## config.mk

```make
export PLATFORM = sky130hd
export DESIGN_NAME = zero_dispatch_adder
export DESIGN_NICKNAME = d
export VERILOG_FILES = /design/src/rtl/zdisp_pkg.sv /design/src/rtl/zdisp_zero_finder.sv /design/src/rtl/zdisp_addend.sv /design/src/rtl/zdisp_wrap_adder.sv /design/src/rtl/zero_dispatch_adder.sv
export SDC_FILE = /design/constraint.sdc
export NUM_CORES = 1
export LEC_CHECK = 0
export ABC_CLOCK_PERIOD_IN_PS = 800
export BUFFER_PORTS_ARGS = -buffer_cell sky130_fd_sc_hd__buf_2
export CAP_MARGIN = 0
export CORE_MARGIN = 4
export CORE_UTILIZATION = 40
export CTS_CLUSTER_DIAMETER = 30
export CTS_CLUSTER_SIZE = 14
export DETAILED_ROUTE_END_ITERATION = 8
export PLACE_DENSITY = 0.82
export SLEW_MARGIN = 20
export SYNTH_ARGS = -nofsm -noshare
export SYNTH_HDL_FRONTEND = slang
export SYNTH_SLANG_ARGS = --single-unit
```

## constraint.sdc

```tcl
create_clock -name clk -period 0.8 [get_ports clk]
set_input_delay 0 -clock clk [delete_from_list [all_inputs] [get_ports clk]]
set_output_delay 0 -clock clk [all_outputs]
set_load 0.02 [all_outputs]
```

## src/rtl/zdisp_pkg.sv

```systemverilog
package zdisp_pkg;
  parameter int unsigned BUS_W  = 8;
  parameter int unsigned DATA_W = 16;
  localparam int unsigned IDX_W = $clog2(BUS_W);
  localparam int unsigned ADD_W = IDX_W + 1;

  typedef logic [BUS_W-1:0]  bus_t;
  typedef logic [DATA_W-1:0] data_t;
  typedef logic [IDX_W-1:0]  idx_t;
  typedef logic [ADD_W-1:0]  addend_t;
endpackage

```

## src/rtl/zdisp_zero_finder.sv

```systemverilog
module zdisp_zero_finder
  import zdisp_pkg::*;
(
  input  bus_t bus_i,
  output idx_t pos_o,
  output logic found_o
);
  logic [BUS_W-1:0] above_ones;
  logic [BUS_W-1:0] sel;

  genvar gi;
  generate
    for (gi = BUS_W - 1; gi >= 0; gi--) begin : g_bit
      if (gi == BUS_W - 1) begin : g_top
        assign above_ones[gi] = 1'b1;
      end else begin : g_rest
        assign above_ones[gi] = above_ones[gi+1] & bus_i[gi+1];
      end
      assign sel[gi] = above_ones[gi] & ~bus_i[gi];
    end
  endgenerate

  always_comb begin
    pos_o = '0;
    for (int i = 0; i < BUS_W; i++) begin
      if (sel[i]) pos_o = pos_o | idx_t'(BUS_W - 1 - i);
    end
  end

  assign found_o = |sel;


  always_comb begin
    onehot_sel_chk: assert ($onehot0(sel));
  end
endmodule

```

## src/rtl/zdisp_addend.sv

```systemverilog
module zdisp_addend
  import zdisp_pkg::*;
(
  input  idx_t    pos_i,
  input  logic    found_i,
  output addend_t addend_o
);
  always_comb begin
    if (found_i) addend_o = {pos_i, 1'b0};
    else         addend_o = '0;
  end
endmodule

```

## src/rtl/zdisp_wrap_adder.sv

```systemverilog
module zdisp_wrap_adder
  import zdisp_pkg::*;
(
  input  data_t   a_i,
  input  addend_t b_i,
  output data_t   sum_o
);
  assign sum_o = a_i + data_t'(b_i);
endmodule

```

## src/rtl/zero_dispatch_adder.sv

```systemverilog
module zero_dispatch_adder
  import zdisp_pkg::*;
(
  input  logic        clk,
  input  logic        rst_n,
  input  logic        exec_i,
  input  logic [7:0]  bus_i,
  input  logic [15:0] dest_i,
  input  logic        dest_is_pc_i,
  output logic [15:0] result_o,
  output logic        result_vld_o,
  output logic        no_zero_o,
  output logic        pc_dispatch_o
);
  logic [1:0] rst_pipe;
  logic       rst_sync_n;

  always_ff @(posedge clk or negedge rst_n) begin
    if (!rst_n) rst_pipe <= 2'b00;
    else        rst_pipe <= {rst_pipe[0], 1'b1};
  end
  assign rst_sync_n = rst_pipe[1];

  idx_t    zpos;
  logic    zfound;
  addend_t addend;
  data_t   sum;

  zdisp_zero_finder u_find (.bus_i(bus_i), .pos_o(zpos), .found_o(zfound));
  zdisp_addend      u_addn (.pos_i(zpos), .found_i(zfound), .addend_o(addend));
  zdisp_wrap_adder  u_add  (.a_i(dest_i), .b_i(addend), .sum_o(sum));

  data_t res_d, res_q;
  logic  vld_d, vld_q, nz_d, nz_q, pc_d, pc_q;

  always_comb begin
    res_d = res_q;
    nz_d  = nz_q;
    pc_d  = pc_q;
    vld_d = exec_i;
    if (exec_i) begin
      res_d = sum;
      nz_d  = ~zfound;
      pc_d  = dest_is_pc_i;
    end
  end

  always_ff @(posedge clk or negedge rst_sync_n) begin
    if (!rst_sync_n) begin
      res_q <= '0;
      vld_q <= 1'b0;
      nz_q  <= 1'b0;
      pc_q  <= 1'b0;
    end else begin
      res_q <= res_d;
      vld_q <= vld_d;
      nz_q  <= nz_d;
      pc_q  <= pc_d;
    end
  end

  assign result_o      = res_q;
  assign result_vld_o  = vld_q;
  assign no_zero_o     = nz_q;
  assign pc_dispatch_o = pc_q;


  valid_follows_exec_chk: assert property (@(posedge clk) disable iff (!rst_sync_n)
    exec_i |=> result_vld_o);

  valid_only_after_exec_chk: assert property (@(posedge clk) disable iff (!rst_sync_n)
    !exec_i |=> !result_vld_o);

  hold_result_chk: assert property (@(posedge clk) disable iff (!rst_sync_n)
    !exec_i |=> ($stable(result_o) && $stable(no_zero_o) && $stable(pc_dispatch_o)));

  all_ones_no_add_chk: assert property (@(posedge clk) disable iff (!rst_sync_n)
    (exec_i && (&bus_i)) |=> (no_zero_o && result_o == $past(dest_i)));

  pc_flag_tracks_chk: assert property (@(posedge clk) disable iff (!rst_sync_n)
    exec_i |=> (pc_dispatch_o == $past(dest_is_pc_i)));
endmodule

```

==> impl_metrics.ini, run 1 <==
[setup_path]
r2r-start = result_o[5]$_DFFE_PN0P_
crit_end = result_o[11]$_DFFE_PN0P_
crit_start = bus_i[0]
worstSetupEndpointType = flop
cp.required_ns = 1.04
critPathKind = input port to flop
r2r_cells = 3
crit_arrival_ns = 2.33
reg2reg_slack_ns = -0.05
cp-start-kind = input port
r2r_end = result_o[5]$_DFFE_PN0P_
path_max_fanout = 3

[outcome]
violations = setup timing
status = finished, violations left

[yosys]
synth.most_common_cell = dfrtp_1
synth_common_cells = dfrtp_1 (21), a21oi_1 (13), nor2_1 (11)
synthTopCellsByArea = dfrtp_1 (46%), a21oi_1 (5.7%), xnor2_1 (5.3%)
yosysTopAreaCell = dfrtp_1
synth_top_area_share_pct = 45.75
ys_seq_area_share_pct = 45.75
syn_area_per_cell_um2 = 9.988
syn-instance-count = 115
synth_warnings = 0
synth-seq-cells = 21
ys.flop_type = dfrtp_1
synth_area_mm2 = 0.001149
synth-edff-count = 0
synth_async_sr_flop_share_pct = 100.0
synth_fp_nets = 147
ys_types = 28

[floorplan]
io_pins = 47
start_util_pct = 41.65
die_height_um = 61.59
die_x_um = 61.59
core-area_mm2 = 0.002758
rows = 19
die_area_mm2 = 0.003793

[route]
route.detailed.drc = 0
routedWlPerCell_um = 20.62
dr_total_vias = 1424
vias_per_cell = 5.606
ant_nets = 0
drtPass1Iterations = 4
drt_wl_total_mm = 5.238
dr.first_iter.drc_count = 62

[placed_design]
dp_hpwl_mm = 2.564
dpl.cell_count = 223
routabilityCongestion = 0.8293
port-buffer-count = 46

[global_route]
grt-ovfl-total = 0
antenna_found_initial = 0
track_usage_pct = 24.83
grt_max_degree = 20
grt_pass1_wl_mm = 6.768
grt_pass1_vias = 1487

[sta]
fmax_mhz = 476.7
fin_skew_ns = 0.01882
hold_viol = 0
final.setup.tns_ns = -13.47
slew_viol_final = 0
setup_viol_count_final = 34
post-route-period-util_pct = 262.2
min_period_ns = 2.098
rsz0062_at_grt = yes
setup_ws_ns = -1.298

[cells_and_area]
area_growth_pct = 106.1
nets = 256
layoutNonFillerInstCount = 254
fillers = 152
layout-drive-gt1-share_pct = 65.02
multi_input_area_um2 = 839.6
seq_area_um2 = 528.0
insertedDiodeCount = 0

[run]
maxCapViolCount = 0

[cts]
numCtsBuffers = 3
clk_latency_ns = 0.33
cts_max_level = 1
cts-root-buf = clkbuf_4
clk_pin_slew_ns = 0.14
cts_tree = done
max-clock-path-buffers = 2
cts_sinks = 21

[power_and_ir_drop]
vdd_drop_max_v = 0.001464
leakage_uw = 0.001060
p_per_area_mw_per_mm2 = 1287

[min_path]
holdCritPathClass = input port to flop
## kinds of logic (layout without fill, tap and decap cells)
kind of cell               Yosys count  in the layout  synth area share [%]
AOI/OAI and AO/OA                   29             29                 18.19
other                                1              1                0.3265
adders and majority gates            4              4                 5.011
DFF                                 21             21                 45.75
xor gates and xnor gates            11             11                 8.388
buffers and inverters               10            118                 3.268
and+or+nand+nor                     34             34                 14.16
muxes                                5              5                 4.902
## how the worst min path moves through the flow
stage                     startpoint                       end  cells past startpoint  slack [ns]
final                     dest_i[14]  result_o[15]$_DFFE_PN0P_                      4        0.06
after CTS                 dest_i[14]  result_o[14]$_DFFE_PN0P_                      3       -0.01
after floorplan                rst_n     rst_pipe[0]$_DFF_PN0_                      0       -0.30
after global placement         rst_n     rst_pipe[1]$_DFF_PN0_                      1       -0.21
after detailed placement       rst_n     rst_pipe[0]$_DFF_PN0_                      1       -0.21
after global routing      dest_i[12]  result_o[12]$_DFFE_PN0P_                      4        0.07
## final cells by class
| class | instances | share of cell area [%] |
|---|---|---|
| repair buffers | 107 | 38.32 |
| multi-input cells | 84 | 35.47 |
| flip-flops and latches | 21 | 22.30 |
| well taps | 31 | 1.638 |
| inverters | 7 | 1.110 |
| clock buffers | 3 | 0.9514 |
| clock inverters | 1 | 0.2114 |
## state kept, by name, summed over array words and instances, names as in the netlist
signal / flops
no_zero_o: 1
pc_dispatch_o: 1
result_o: 16
result_vld_o: 1
rst_pipe: 2
## report_power, final
part	internal, uW	switching, uW	leakage (uW)
sequential	1170	81.6	0.000240
clock	188	371	0.0000177
combinational	660	576	0.000802
## what timing repair did
action                                  in CTS  in global routing
endpoints found under the hold margin        8                  1
pin swaps                                   15                 33
setup buffers                               18                  8
hold buffers                                 7                  1
gates resized for setup                     72                 24
endpoints found under the setup margin      34                 36
## metal layers
| metal | GRT usage, % | vias up | share of wire [%] |
|---|---|---|---|
| li1 | - | 628 | - |
| met2 | 45.44 | 71 | 56 |
| met5 | 0 | - | 0 |
| met3 | 5.660 | 13 | 5.1 |
| met4 | 12.42 | 0 | 2.2 |
| met1 | 26.36 | 712 | 37 |
## layout by cell type (no fill, tap or decap), types with 2 or more instances in the layout
cell type	instances
clkbuf_4	3
nand2_2	2
a31oi_1	2
o21ai_2	3
a21oi_1	8
mux2_4	2
dfrtp_2	2
mux2_2	3
nand2_1	3
a2111oi_4	2
a21boi_2	2
xnor2_2	2
xnor2_1	5
dlygate4sd3_1	8
buf_4	41
buf_2	22
nand3_2	2
nand4_1	4
nand2b_4	2
xor2_1	3
nand3_1	4
a21oi_4	4
nor2_1	11
inv_1	6
buf_6	35
dfrtp_1	19
ha_4	3
## critical path, cell delays in order
cell	delay, ns
buf_6	0.10
nand2b_4	0.13
a21boi_2	0.17
o21ai_2	0.09
a21boi_2	0.18
ha_4	0.17
inv_2	0.04
fa_2	0.44
nand2b_4	0.19
a2111o_1	0.41
xor2_1	0.18
a21oi_1	0.23
## through the flow
stage	power, uW	instance area, um2	setup WS [ns]	hold WS (ns)	util (%)
6_report	3046	2367	-1.298	0.05673	85.84
5_1_grt	3172	2367	-1.351	0.06911	85.84
4_1_cts	2887	2256	-1.040	-0.01291	81.81
3_5_place_dp	2013	1720	-1.481	-0.2103	62.39
3_3_place_gp	1977	1720	-1.358	-0.2145	62.39
2_1_floorplan	1627	1207	-1.201	-0.2956	-
Note: power is estimated with default switching activity, not from simulation.
==> run 2, diff against run 1 <==
ABC_AREA = 1   (was not set)
CTS_BUF_LIST = sky130_fd_sc_hd__clkbuf_16   (was not set)
PLACE_DENSITY = 0.81   (was 0.82)
==> impl_metrics.ini, run 2 <==
[run]
maxCapViolCount = 0

[setup_path]
cpPeakStageDelay_ns = 0.33
critPathKind = input port to flop
cp-start-kind = input port
critPathSlowestCell = fa_2
path_max_fanout = 7
crit_chain = buf_8 -> nand2_4 -> inv_4 -> nand3_4 -> nor2_4 -> a22o_1 -> ha_2 -> inv_2 -> fa_2 -> inv_2 -> nand3_2 -> nand2_4 -> nand2_2 -> o21bai_1 -> nand3_1 -> nand2_1
crit_arrival_ns = 1.80
r2r-start = result_o[7]$_DFFE_PN0P_
cp.required_ns = 0.99
path_depth = 16
crit_start = bus_i[4]
cp_num_buf_inv = 4
r2r_cells = 3
cp_top_family = simple AND/OR/NAND/NOR gates
worstSetupEndpointType = flop

[placed_design]
dp_hpwl_mm = 2.580
port-buffer-count = 46
place_area_mm2 = 0.001707
dpl.cell_count = 282
pre_cts_slack_ns = -1.083
routabilityCongestion = 0.8092

[global_route]
grt_pass1_wl_mm = 5.623
antenna_found_initial = 0
grt-ovfl-total = 0
grt_pass1_vias = 1251
track_usage_pct = 17.15
grt_max_degree = 20

[cts]
clk_latency_ns = 0.25
cts-root-buf = clkbuf_16
max-clock-path-buffers = 2
clk_pin_slew_ns = 0.06
cts_max_level = 1
cts_tree = done
cts_sinks = 21
numCtsBuffers = 3

[cells_and_area]
layout-drive-gt1-share_pct = 46.33
final_common_cell = nand2_1
design_area_mm2 = 0.002185
final_util_pct = 71.56
final_cell_mix = nand2_1 (58), buf_4 (35), buf_2 (30)
fillers = 215
area_growth_pct = 72.02
seq_area_um2 = 525.5
insertedDiodeCount = 0
layoutNonFillerInstCount = 303
nets = 292
largest_register_ff_count = 16
multi_input_area_um2 = 830.8

[yosys]
syn-instance-count = 176
ys_seq_area_share_pct = 41.38
synth_area_mm2 = 0.001270
synth-edff-count = 0
syn_area_per_cell_um2 = 7.216
synth_async_sr_flop_share_pct = 100.0
ys_types = 25
synth-seq-cells = 21
synthTopCellsByArea = dfrtp_1 (41%), nand2_1 (20%), inv_1 (6.5%)
synth.most_common_cell = nand2_1
synth_common_cells = nand2_1 (68), inv_1 (22), dfrtp_1 (21), nand3_1 (16), o21ai_0 (9)
ys.flop_type = dfrtp_1
synth_top_area_share_pct = 41.38
synth_warnings = 0
yosysTopAreaCell = dfrtp_1
synth_fp_nets = 208

[sta]
rsz0062_at_grt = yes
fmax_mhz = 620.2
hold_viol = 0
min_period_ns = 1.612
setup_viol_count_final = 15
slew_viol_final = 0
setup_ws_ns = -0.8123
post-route-period-util_pct = 201.5
fin_skew_ns = 0.0007934

[route]
drt_wl_total_mm = 4.285
drtPass1Iterations = 4
highest_layer = met4
dr_wl_met2_mm = 2.281
vias_per_cell = 4.888
dr.first_iter.drc_count = 126
dr_wl_met3_um = 198
met1_length_mm = 1.724
dr_total_vias = 1481
ant_nets = 0
routedWlPerCell_um = 14.14
route.detailed.drc = 0

[power_and_ir_drop]
p_int_uw = 2286
combPwrFrac_pct = 30.1
clkPwrFrac_pct = 32.0
p_seq_share_pct = 37.9
p_per_area_mw_per_mm2 = 1482
finalPower_uw = 3237
vdd_drop_max_v = 0.0007332
swShare_pct = 29.39
switching_power_uw = 951.5
leakage_uw = 0.001146

[floorplan]
start_util_pct = 41.60
io_pins = 47
rows = 20
die_x_um = 64.35
die_area_mm2 = 0.004140
die_height_um = 64.35
core-area_mm2 = 0.003053

[outcome]
status = finished, violations left
violations = setup timing

[min_path]
holdCritPathClass = input port to flop
hold_start = exec_i
hold_depth = 3
## run 2: cell types whose count changed in the layout (fill, tap and decap cells not counted), moves of 4 or more
| cell | delta |
|---|---|
| a21oi_1 | -7 |
| buf_2 | +8 |
| buf_4 | -6 |
| buf_6 | -23 |
| dlygate4sd3_1 | -5 |
| inv_1 | +13 |
| nand2_1 | +55 |
| nand2_2 | +7 |
| nand3_1 | +5 |
| nor2_1 | -5 |
| o21ai_1 | +8 |
| xnor2_1 | -4 |
## run 2: metal layers
metal | vias up | track usage (%)
met5 | - | 0
met4 | 0 | 6.596
met3 | 6 | 1.582
met2 | 53 | 28.74
met1 | 696 | 22.75
li1 | 726 | -
## run 2: worst paths after layout
kind	slack (ns)	to
worst max-delay path	-0.81	result_o[11]$_DFFE_PN0P_
worst min-delay path	0.01	result_o[0]$_DFFE_PN0P_
worst max register to register	0.01	result_o[7]$_DFFE_PN0P_
worst min register to register	0.20	result_o[0]$_DFFE_PN0P_
max in group asynchronous	0.40	result_o[11]$_DFFE_PN0P_
min in group asynchronous	0.06	rst_pipe[1]$_DFF_PN0_
## run 2: worst reg2reg max path: cells and delay by family (launching register included)
family                 cells  cell delay (ns)
flip-flops                 1             0.40
buffers and inverters      1             0.14
AO/OA/AOI/OAI              1             0.08
AND/OR/NAND/NOR            1             0.05
## run 2: cell families after synthesis
logic type                 after synthesis  synth area share, %
and+or+nand+nor                        103                34.98
buffers and inverters                   25                7.981
DFF                                     21                41.38
AOI/OAI and AO/OA                       19                8.770
adders and majority gates                4                4.532
xor gates and xnor gates                 3                2.069
other                                    1               0.2953
## run 2: area by class of cell
class                      instances  share of cell area, %
timing repair buffer              82                  27.83
clock buffer                       3                  3.436
clock inverter                     1                 0.2291
multi-input combinational        130                  38.03
sequential                        21                  24.05
inverter                          22                  3.895
tap                               44                  2.520
## run 2: power by group through the flow
stage	Clock (uW)	Sequential [uW]	Combinational (uW)
floorplan	0	1350	244
global placement	0	1220	692
detailed placement	0	1220	706
CTS	1040	1210	747
global route	1110	1230	1050
finish	1040	1230	974
## run 2: per-stage QoR
step / setup TNS, ns / hold WS (ns)
floorplan: -8.499 / -0.2956
global placement: -12.01 / -0.2136
detailed placement: -13.01 / -0.2132
CTS: -7.715 / 0.006125
global route: -9.681 / 0.04248
finish: -8.371 / 0.01091
## run 2: timing repair
item / 4_1_cts / 5_1_grt
pin swaps: 10 / 14
endpoints found under the hold margin: 4 / 0
setup buffers: 1 / 13
hold buffers: 3 / 0
cloned: 0 / 0
setup endpoints to repair: 17 / 29
resized for setup: 12 / 55
==> run 3, diff against run 2 <==
CORE_ASPECT_RATIO = 1.2   (was not set)
==> impl_metrics.ini, run 3 (synthesis results as in run 2) <==
[outcome]
status = finished, violations left
violations = setup timing

[floorplan]
io_pins = 47
die_x_um = 59.44
rows = 22
die_area_mm2 = 0.004144
start_util_pct = 41.56
die_height_um = 69.73
core-area_mm2 = 0.003055

[sta]
fmax_mhz = 638.9
setup_viol_count_final = 14
hold_viol = 0
rsz0062_at_grt = yes
min_period_ns = 1.565
slew_viol_final = 0
post-route-period-util_pct = 195.7
fin_skew_ns = 0.003796
setup_ws_ns = -0.7653
final.setup.tns_ns = -8.752

[setup_path]
crit_start = bus_i[5]
path_max_fanout = 7
reg2reg_slack_ns = 0.03
critPathKind = input port to flop
cp-start-kind = input port
r2r_cells = 3
crit_arrival_ns = 1.70
cp.required_ns = 0.94
crit_end = result_o[13]$_DFFE_PN0P_
r2r-start = result_o[13]$_DFFE_PN0P_
r2r_end = result_o[13]$_DFFE_PN0P_
worstSetupEndpointType = flop

[cells_and_area]
layout-drive-gt1-share_pct = 43.41
nets = 291
final_common_cell = nand2_1
multi_input_area_um2 = 824.5
fillers = 229
design_area_mm2 = 0.002162
area_growth_pct = 70.25
insertedDiodeCount = 0
seq_area_um2 = 525.5
largest_register_ff_count = 16
final_util_pct = 70.76
final_cell_mix = nand2_1 (61), buf_4 (34), buf_2 (29)

[route]
ant_nets = 0
dr_total_vias = 1457
routedWlPerCell_um = 13.46
drt_wl_total_mm = 3.957
dr.first_iter.drc_count = 67
drtPass1Iterations = 4
route.detailed.drc = 0
vias_per_cell = 4.956

[placed_design]
place_area_mm2 = 0.001697
routabilityCongestion = 0.7716
pre_cts_slack_ns = -1.067
port-buffer-count = 46
dp_hpwl_mm = 2.461

[min_path]
holdCritPathClass = input port to asynchronous set/reset pin

[cts]
cts_tree = done
clk_latency_ns = 0.25
clk_pin_slew_ns = 0.05
numCtsBuffers = 3
cts_max_level = 1
cts-root-buf = clkbuf_16
cts_sinks = 21
max-clock-path-buffers = 2

[run]
maxCapViolCount = 0

[power_and_ir_drop]
leakage_uw = 0.001146
p_per_area_mw_per_mm2 = 1478
vdd_drop_max_v = 0.001444

[global_route]
grt_pass1_wl_mm = 5.651
grt_max_degree = 20
grt-ovfl-total = 0
track_usage_pct = 17.08
grt_pass1_vias = 1366
antenna_found_initial = 0
run 3: cell count changes in the layout (fill, tap and decap cells not counted), sizes merged:
cell / change
buf: -1
clkinv: -1
inv: +1
run 3: layout make-up:
cell class / count / area share (%)
clock inverter: 1 / 0.1736
multi-input combinational: 130 / 38.14
inverter: 22 / 3.935
clock buffer: 3 / 3.472
tap: 36 / 2.083
sequential: 21 / 24.31
timing repair buffer: 81 / 27.89
run 3: how the worst min path moves through the flow:
stage                     startpoint                     to  slack, ns  cells past startpoint
after detailed placement       rst_n  rst_pipe[0]$_DFF_PN0_      -0.21                      1
after global placement         rst_n  rst_pipe[0]$_DFF_PN0_      -0.22                      1
after floorplan                rst_n  rst_pipe[0]$_DFF_PN0_      -0.30                      0
final                          rst_n  rst_pipe[0]$_DFF_PN0_       0.06                      2
after global routing           rst_n  rst_pipe[1]$_DFF_PN0_       0.08                      2
after CTS                      rst_n  rst_pipe[1]$_DFF_PN0_       0.06                      2
run 3: report_power, final:
group	leakage (uW)	internal [uW]	switching, uW	total [uW]
combinational	0.000848	463	504	967
clock	0.0000423	664	339	1000
sequential	0.000256	1160	65.4	1230
total	0.00115	2290	908	3200
run 3: repair_timing:
| item | CTS | global route |
|---|---|---|
| endpoints found under the hold margin | 4 | 0 |
| resized for setup | 25 | 38 |
| pin swaps | 17 | 19 |
| hold buffers | 3 | 0 |
| setup endpoints to repair | 17 | 30 |
| setup buffers | 6 | 12 |
run 3: metal layers:
layer  track usage [%]  vias to the layer above  part of all wire, %
met1             21.40                      673                   39
li1                  -                      722                    -
met3            0.5587                        8                  3.2
met5                 0                        -                    0
met4             6.801                        0                  1.8
met2             29.77                       54                   56
run 3: per-stage QoR:
stage	hold WS, ns	total power [uW]	std cells
floorplan	-0.2956	1597	176
global placement	-0.2156	1905	274
detailed placement	-0.2121	1920	274
CTS	0.06138	3009	285
global route	0.08271	3343	294
finish	0.06490	3196	294
run 3: critical path, stage by stage:
cell	delay, ns
buf_8	0.07
nand2_4	0.05
inv_4	0.05
nand3_4	0.07
nor2_4	0.12
a22o_1	0.19
ha_4	0.15
inv_2	0.03
fa_2	0.33
inv_2	0.10
nand3_1	0.12
nand2_4	0.13
nand3_2	0.07
nand2_1	0.07
nand2_1	0.05
nand2_1	0.05
nand2_1	0.05
